--- config.mk ---
export PLATFORM = sky130hd
export DESIGN_NAME = aux_retry_ctrl
export DESIGN_NICKNAME = d
export VERILOG_FILES = /design/src/rtl/aux_retry_pkg.sv /design/src/rtl/aux_ms_timer.sv /design/src/rtl/aux_retry_budget.sv /design/src/rtl/aux_retry_ctrl.sv
export SDC_FILE = /design/constraint.sdc
export NUM_CORES = 1
export LEC_CHECK = 0
export CAP_MARGIN = 5
export CORE_MARGIN = 1.5
export CORE_UTILIZATION = 63
export CTS_CLUSTER_DIAMETER = 120
export DETAILED_ROUTE_END_ITERATION = 8
export PLACE_DENSITY = 0.87
export SKIP_LAST_GASP = 1
export SYNTH_ARGS = -nofsm -noshare
export SYNTH_HDL_FRONTEND = slang
export SYNTH_SLANG_ARGS = --single-unit
--- constraint.sdc ---
create_clock -name clk -period 4 [get_ports clk]
set_input_delay 0.4 -clock clk [delete_from_list [all_inputs] [get_ports clk]]
set_output_delay 0.4 -clock clk [all_outputs]
set_load 0.01 [all_outputs]
--- src/rtl/aux_retry_pkg.sv ---
package aux_retry_pkg;

    typedef enum logic [2:0] {
        S_IDLE,
        S_ISSUE,
        S_WAIT_ENG,
        S_DECIDE,
        S_PAUSE,
        S_DONE
    } seq_state_e;

    typedef enum logic [1:0] {
        ACT_PASS,
        ACT_FAIL,
        ACT_NOW,
        ACT_WAIT
    } act_e;

    localparam logic [2:0] RES_OK      = 3'd0;
    localparam logic [2:0] RES_TIMEOUT = 3'd1;
    localparam logic [2:0] RES_INVALID = 3'd2;
    localparam logic [2:0] RES_HPD     = 3'd3;
    localparam logic [2:0] RES_ACQUIRE = 3'd4;

    localparam logic [3:0] RPL_ACK        = 4'h0;
    localparam logic [3:0] RPL_NACK       = 4'h1;
    localparam logic [3:0] RPL_AUX_DEFER  = 4'h2;
    localparam logic [3:0] RPL_LINK_DEFER = 4'h8;
    localparam logic [3:0] RPL_SINK_DEFER = 4'hA;

endpackage

--- src/rtl/aux_ms_timer.sv ---
module aux_ms_timer #(
    parameter int TICKS_PER_MS = 1000,
    parameter int MSW          = 8
) (
    input  logic           clk,
    input  logic           rst_n,
    input  logic           load_i,
    input  logic [MSW-1:0] ms_i,
    input  logic           us_tick,
    output logic           expired_o
);
    localparam int TW = $clog2(TICKS_PER_MS + 1);
    localparam logic [TW-1:0] TICK_LAST = TW'(TICKS_PER_MS - 1);

    logic [MSW-1:0] ms_left_q;
    logic [TW-1:0]  tick_q;

    always_ff @(posedge clk or negedge rst_n) begin
        if (!rst_n) begin
            ms_left_q <= '0;
            tick_q    <= '0;
        end else if (load_i) begin
            ms_left_q <= ms_i;
            tick_q    <= '0;
        end else if (us_tick && ms_left_q != '0) begin
            if (tick_q == TICK_LAST) begin
                tick_q    <= '0;
                ms_left_q <= ms_left_q - 1'b1;
            end else begin
                tick_q <= tick_q + 1'b1;
            end
        end
    end

    assign expired_o = (ms_left_q == '0);
endmodule

--- src/rtl/aux_retry_budget.sv ---
module aux_retry_budget
    import aux_retry_pkg::*;
#(
    parameter int MAX_ATTEMPTS     = 7,
    parameter int INVALID_LIMIT    = 2,
    parameter int TIMEOUT_LIMIT    = 3,
    parameter int DEFER_MIN        = 7,
    parameter int SINK_DEFER_LIMIT = 7,
    parameter int DEFER_CAP_MS     = 50,
    parameter int MSW              = 8
) (
    input  logic           clk,
    input  logic           rst_n,
    input  logic           clear_i,
    input  logic           issue_i,
    input  logic           step_i,
    input  logic [2:0]     res_i,
    input  logic [3:0]     reply_i,
    input  logic           short_i,
    input  logic [MSW-1:0] ms_i,
    output act_e           act_o
);
    localparam int CW = $clog2(MAX_ATTEMPTS + DEFER_MIN + SINK_DEFER_LIMIT + 1) + 1;
    localparam int DW = 16;
    localparam logic [CW-1:0] ATT_LIM  = CW'(MAX_ATTEMPTS);
    localparam logic [CW-1:0] INV_LIM  = CW'(INVALID_LIMIT);
    localparam logic [CW-1:0] TMO_LIM  = CW'(TIMEOUT_LIMIT);
    localparam logic [CW-1:0] DFR_LIM  = CW'(DEFER_MIN);
    localparam logic [CW-1:0] SINK_LIM = CW'(SINK_DEFER_LIMIT);
    localparam logic [DW-1:0] CAP      = DW'(DEFER_CAP_MS);

    logic [CW-1:0] att_q, inv_q, tmo_q, dfr_q, sink_q;
    logic [CW-1:0] inv_n, tmo_n, dfr_n, sink_n;
    logic [DW-1:0] dtime_q;
    logic [DW:0]   dtime_sum;
    logic          seen_q;
    act_e          base;

    assign inv_n     = inv_q + 1'b1;
    assign tmo_n     = tmo_q + 1'b1;
    assign dfr_n     = dfr_q + 1'b1;
    assign sink_n    = sink_q + 1'b1;
    assign dtime_sum = {1'b0, dtime_q} + (DW+1)'(ms_i);

    always_comb begin
        base = ACT_FAIL;
        case (res_i)
            RES_OK: begin
                case (reply_i)
                    RPL_ACK:        base = short_i ? ACT_NOW : ACT_PASS;
                    RPL_AUX_DEFER,
                    RPL_LINK_DEFER: base = (dfr_n >= DFR_LIM && dtime_q >= CAP) ? ACT_FAIL : ACT_WAIT;
                    RPL_SINK_DEFER: base = (sink_n >= SINK_LIM) ? ACT_FAIL : ACT_NOW;
                    default:        base = ACT_FAIL;
                endcase
            end
            RES_TIMEOUT: begin
                if (seen_q) base = (dfr_n >= DFR_LIM) ? ACT_FAIL : ACT_WAIT;
                else        base = (tmo_n >= TMO_LIM) ? ACT_FAIL : ACT_NOW;
            end
            RES_INVALID: base = (inv_n >= INV_LIM) ? ACT_FAIL : ACT_NOW;
            default:     base = ACT_FAIL;
        endcase
        if ((base == ACT_NOW || base == ACT_WAIT) && att_q >= ATT_LIM) act_o = ACT_FAIL;
        else act_o = base;
    end

    always_ff @(posedge clk or negedge rst_n) begin
        if (!rst_n) begin
            att_q <= '0; inv_q <= '0; tmo_q <= '0; dfr_q <= '0; sink_q <= '0;
            dtime_q <= '0; seen_q <= 1'b0;
        end else if (clear_i) begin
            att_q <= '0; inv_q <= '0; tmo_q <= '0; dfr_q <= '0; sink_q <= '0;
            dtime_q <= '0; seen_q <= 1'b0;
        end else begin
            if (issue_i) att_q <= att_q + 1'b1;
            if (step_i) begin
                case (res_i)
                    RES_OK: begin
                        inv_q <= '0;
                        tmo_q <= '0;
                        if (reply_i == RPL_AUX_DEFER || reply_i == RPL_LINK_DEFER) begin
                            dfr_q   <= dfr_n;
                            dtime_q <= dtime_sum[DW] ? '1 : dtime_sum[DW-1:0];
                            if (reply_i == RPL_LINK_DEFER) seen_q <= 1'b1;
                        end else if (reply_i == RPL_SINK_DEFER) begin
                            dfr_q  <= '0;
                            sink_q <= sink_n;
                        end
                    end
                    RES_TIMEOUT: begin
                        if (seen_q) dfr_q <= dfr_n;
                        else        tmo_q <= tmo_n;
                    end
                    RES_INVALID: inv_q <= inv_n;
                    default: ;
                endcase
            end
        end
    end
endmodule

--- src/rtl/aux_retry_ctrl.sv ---
module aux_retry_ctrl
    import aux_retry_pkg::*;
#(
    parameter int MAX_ATTEMPTS = 7,
    parameter int TICKS_PER_MS = 1000,
    parameter int MSW          = 8,
    parameter int LW           = 8
) (
    input  logic           clk,
    input  logic           rst_n,
    input  logic           us_tick,
    input  logic           req_valid,
    input  logic           req_read,
    input  logic [LW-1:0]  req_len,
    input  logic [MSW-1:0] req_defer_ms,
    output logic           eng_start,
    input  logic           eng_done,
    input  logic [2:0]     eng_result,
    input  logic [3:0]     eng_reply,
    input  logic [LW-1:0]  eng_bytes,
    output logic           busy,
    output logic           done,
    output logic           pass,
    output logic [3:0]     last_reply
);
    seq_state_e     state_q, state_d;
    act_e           act;
    logic           accept;
    logic           rd_q;
    logic [LW-1:0]  len_q, bytes_q;
    logic [MSW-1:0] ms_q;
    logic [2:0]     res_q;
    logic [3:0]     rep_q;
    logic           timer_expired;
    logic           short_rd;

    assign accept   = (state_q == S_IDLE) && req_valid;
    assign short_rd = rd_q && (bytes_q < len_q);

    aux_retry_budget #(
        .MAX_ATTEMPTS (MAX_ATTEMPTS),
        .MSW          (MSW)
    ) u_budget (
        .clk     (clk),
        .rst_n   (rst_n),
        .clear_i (accept),
        .issue_i (state_q == S_ISSUE),
        .step_i  (state_q == S_DECIDE),
        .res_i   (res_q),
        .reply_i (rep_q),
        .short_i (short_rd),
        .ms_i    (ms_q),
        .act_o   (act)
    );

    aux_ms_timer #(
        .TICKS_PER_MS (TICKS_PER_MS),
        .MSW          (MSW)
    ) u_timer (
        .clk       (clk),
        .rst_n     (rst_n),
        .load_i    (state_q == S_DECIDE && act == ACT_WAIT),
        .ms_i      (ms_q),
        .us_tick   (us_tick),
        .expired_o (timer_expired)
    );

    always_comb begin
        state_d = state_q;
        unique case (state_q)
            S_IDLE:     if (req_valid) state_d = S_ISSUE;
            S_ISSUE:    state_d = S_WAIT_ENG;
            S_WAIT_ENG: if (eng_done) state_d = S_DECIDE;
            S_DECIDE: begin
                unique case (act)
                    ACT_PASS, ACT_FAIL: state_d = S_DONE;
                    ACT_NOW:            state_d = S_ISSUE;
                    ACT_WAIT:           state_d = S_PAUSE;
                endcase
            end
            S_PAUSE:    if (timer_expired) state_d = S_ISSUE;
            S_DONE:     state_d = S_IDLE;
        endcase
    end

    always_ff @(posedge clk or negedge rst_n) begin
        if (!rst_n) state_q <= S_IDLE;
        else        state_q <= state_d;
    end

    always_ff @(posedge clk or negedge rst_n) begin
        if (!rst_n) begin
            rd_q <= 1'b0; len_q <= '0; ms_q <= '0;
            res_q <= '0; rep_q <= '0; bytes_q <= '0;
            pass <= 1'b0; last_reply <= '0;
        end else begin
            if (accept) begin
                rd_q  <= req_read;
                len_q <= req_len;
                ms_q  <= req_defer_ms;
            end
            if (state_q == S_WAIT_ENG && eng_done) begin
                res_q   <= eng_result;
                rep_q   <= eng_reply;
                bytes_q <= eng_bytes;
            end
            if (state_q == S_DECIDE && (act == ACT_PASS || act == ACT_FAIL)) begin
                pass       <= (act == ACT_PASS);
                last_reply <= rep_q;
            end
        end
    end

    always_comb begin
        eng_start = (state_q == S_ISSUE);
        done      = (state_q == S_DONE);
        busy      = (state_q != S_IDLE);
    end
endmodule


==> flow_metrics.py <==
metrics = {
    "outcome": {
        "outcome": "finished clean",
    },
    "final_layout": {
        "layout-drive-gt1-share": 0.09132,
        "fillers": 615,
        "utilization": 0.7429,
        "n_antenna_cell": 0,
        "layout_common_cells": "dfrtp_1, nand2_1, o21ai_0, clkdlybuf4s50_1, nor2_1",
        "instances_no_fill": 765,
        "seqCellArea_um2": 2628,
        "area_growth_pct": 12.96,
        "multi_input_area_um2": 3010,
        "final_net_count": 717,
        "final_common_cell": "dfrtp_1",
    },
    "critical_path": {
        "critPathCaptureType": "register",
        "path_max_fanout": 6,
        "critPathKind": "register to register",
        "required_ps": 4280,
        "reg2reg_from": "ms_q[0]",
        "start_kind": "register",
        "critical_path_arrival_ps": 3370,
        "crit_path_start": "ms_q[0]",
    },
    "timing": {
        "drv_slew": 0,
        "finalCriticalPeriod_ps": 3091,
        "fin_skew_ps": 16.07,
        "final_hold_viol_count": 0,
        "finalSetupViolations": 0,
        "holdWs_ps": 170.3,
        "rsz0062_at_grt": "false",
        "max_freq_mhz": 323.6,
        "tns_ps": 0,
        "worstMarginPinSlew_ps": 1013,
        "finalWorstSetupSlack_ps": 909.4,
        "period_share": 0.7727,
        "maxSlewHeadroom": 0.3248,
    },
    "routing": {
        "wl_um": 12860,
        "drc": 0,
        "routed_via_density": 6.278,
        "ant_nets": 0,
        "drt_iter0_markers": 232,
        "drtPass1Iterations": 5,
        "vias": 4803,
        "wl_per_cell_um": 16.81,
    },
    "power_and_ir_drop": {
        "switchingPower_mw": 1.661,
        "p_leak_nw": 2.884,
        "combPwrFrac": 0.402,
        "p_sw_frac": 0.3947,
        "ir_drop_mv": 0.3166,
        "cellInternalPower_mw": 2.546,
        "p_seq_frac": 0.421,
        "p_per_area_nw_per_um2": 639.9,
        "clkPwrFrac": 0.177,
    },
    "yosys": {
        "async_flop_share": 1.000,
        "yosys_warnings": 0,
        "syn_nets": 677,
        "synth_cell_types": 61,
        "synth_edf_count": 0,
        "seq_area_frac_synth": 0.4515,
        "ys.flop_type": "dfrtp_1",
        "ys_ff_latch": 105,
        "synth.avg_cell_area_um2": 9.509,
        "synth_cells": 612,
        "syn_area_um2": 5819,
    },
    "place": {
        "dp_cells": 749,
        "gp_congestion": 0.8872,
        "hpwl_um": 9035,
        "io_buffers": 44,
        "pre_cts_slack_ps": 1024,
    },
    "floorplanning": {
        "num_rows": 34,
        "coreArea_um2": 8848,
        "die_w_um": 99.11,
        "initial_core_util": 0.6577,
        "fp.dieH_um": 99.11,
        "io_pins": 45,
        "dieArea_um2": 9823,
    },
    "global_route": {
        "grt_max_degree": 82,
        "first_global_vias": 4809,
        "grt_usage": 0.2823,
        "overflow": 0,
        "grt_antenna_before_repair": 0,
        "grt_first_pass_wirelength_um": 22610,
    },
    "cts": {
        "clockBufferDepth": 2,
        "cts-buffers-inserted": 9,
        "htreeDepth": 3,
        "post_cts_buffers": 0,
        "clk_latency_ps": 380,
        "postCtsHoldBufs": 0,
        "clkSinkCount": 105,
        "clk_pin_slew_ps": 110,
        "tritoncts": "built",
        "ctsResizeCount": 0,
        "cts_root_buf": "clkbuf_8",
    },
    "flow_run": {
        "maxCapViolations": 0,
    },
    "hold_path": {
        "hp-class": "primary input to asynchronous set/reset pin",
    },
}
## synth_stat cells (7+ instances only)
cell / n / area share
a31oi_1: 12 / 0.013
inv_1: 27 / 0.017
and3_1: 10 / 0.011
nand4_1: 9 / 0.0097
mux2_2: 25 / 0.048
and2_1: 7 / 0.0075
clkbuf_1: 16 / 0.010
nand3_1: 27 / 0.023
nor2b_1: 8 / 0.0086
o21ai_0: 49 / 0.042
nor2_1: 40 / 0.026
a211oi_1: 7 / 0.0090
xor2_1: 14 / 0.021
a21oi_1: 29 / 0.025
dfrtp_1: 105 / 0.45
ha_1: 27 / 0.058
nand2b_1: 7 / 0.0075
nand2_1: 77 / 0.050
nor3_1: 14 / 0.012
xnor2_1: 16 / 0.024
## worst max-delay path, stage by stage (launching register included)
cell and delay (ps):
dfrtp_1 440, ha_1 210, inv_1 60, fa_1 420, nor2b_1 120, o21ai_0 110
a21oi_1 200, o21ai_0 240, a211oi_1 700, a31oi_1 190, a311oi_1 310
## through the flow
stage                     cell area [um^2]  power [mW]
after detailed placement              6350       3.454
final                                 6574       4.207
after global routing                  6574       4.527
after CTS                             6574       4.212
after global placement                6350       3.333
after floorplan                       5819       2.933
## flip-flops by register name, summed over array words and instances (netlist names)
| name | count |
|---|---|
| bytes_q | 8 |
| last_reply | 4 |
| len_q | 8 |
| ms_q | 8 |
| pass | 1 |
| rd_q | 1 |
| rep_q | 4 |
| res_q | 3 |
| state_q | 3 |
| u_budget.att_q | 6 |
| u_budget.dfr_q | 6 |
| u_budget.dtime_q | 16 |
| u_budget.inv_q | 6 |
| u_budget.seen_q | 1 |
| u_budget.sink_q | 6 |
| u_budget.tmo_q | 6 |
| u_timer.ms_left_q | 8 |
| u_timer.tick_q | 10 |
## path summary, 6_finish.rpt
check	end	slack [ps]	cells after the start
min in group clk	len_q[0]	480	2
min	u_budget.att_q[3]	170	1
max reg2reg	u_budget.dtime_q[14]	910	10
max in group asynchronous	u_budget.sink_q[5]	2890	2
max	u_budget.dtime_q[14]	910	10
min reg2reg	len_q[0]	480	2
## cell type report
| type | count | area share |
|---|---|---|
| Multi-Input combinational cell | 460 | 0.4579 |
| Timing Repair Buffer | 49 | 0.07233 |
| Clock buffer | 9 | 0.01884 |
| Sequential cell | 105 | 0.3997 |
| Clock inverter | 7 | 0.01523 |
| Tap cell | 108 | 0.02056 |
| Inverter | 27 | 0.01542 |
## cell families (layout without fill, tap and decap cells)
group,count (synthesis),in the layout,share of synthesized area
flops,105,105,0.4515
xor+xnor,30,30,0.04515
fa+ha+maj,29,29,0.06321
compound gates,137,137,0.1475
simple gates,238,238,0.2105
buf+inv,47,92,0.03204
mux,26,26,0.05010
## power by group through the flow
stage / Sequential, mW / Clock [mW] / Combinational, mW
floorplan: 1.63 / 0 / 1.30
global route: 1.82 / 0.795 / 1.91
finish: 1.77 / 0.744 / 1.69
CTS: 1.76 / 0.760 / 1.69
detailed placement: 1.78 / 0 / 1.68
global placement: 1.74 / 0 / 1.59
## layer usage
metal / vias up / GRT usage / routed length [um]
met4: 0 / 0.1062 / 369
met2: 167 / 0.4849 / 6385
li1: 2279 / - / -
met3: 42 / 0.05130 / 611
met1: 2315 / 0.3595 / 5498
met5: - / 0 / 0
Note: power is estimated with default switching activity, not from simulation.
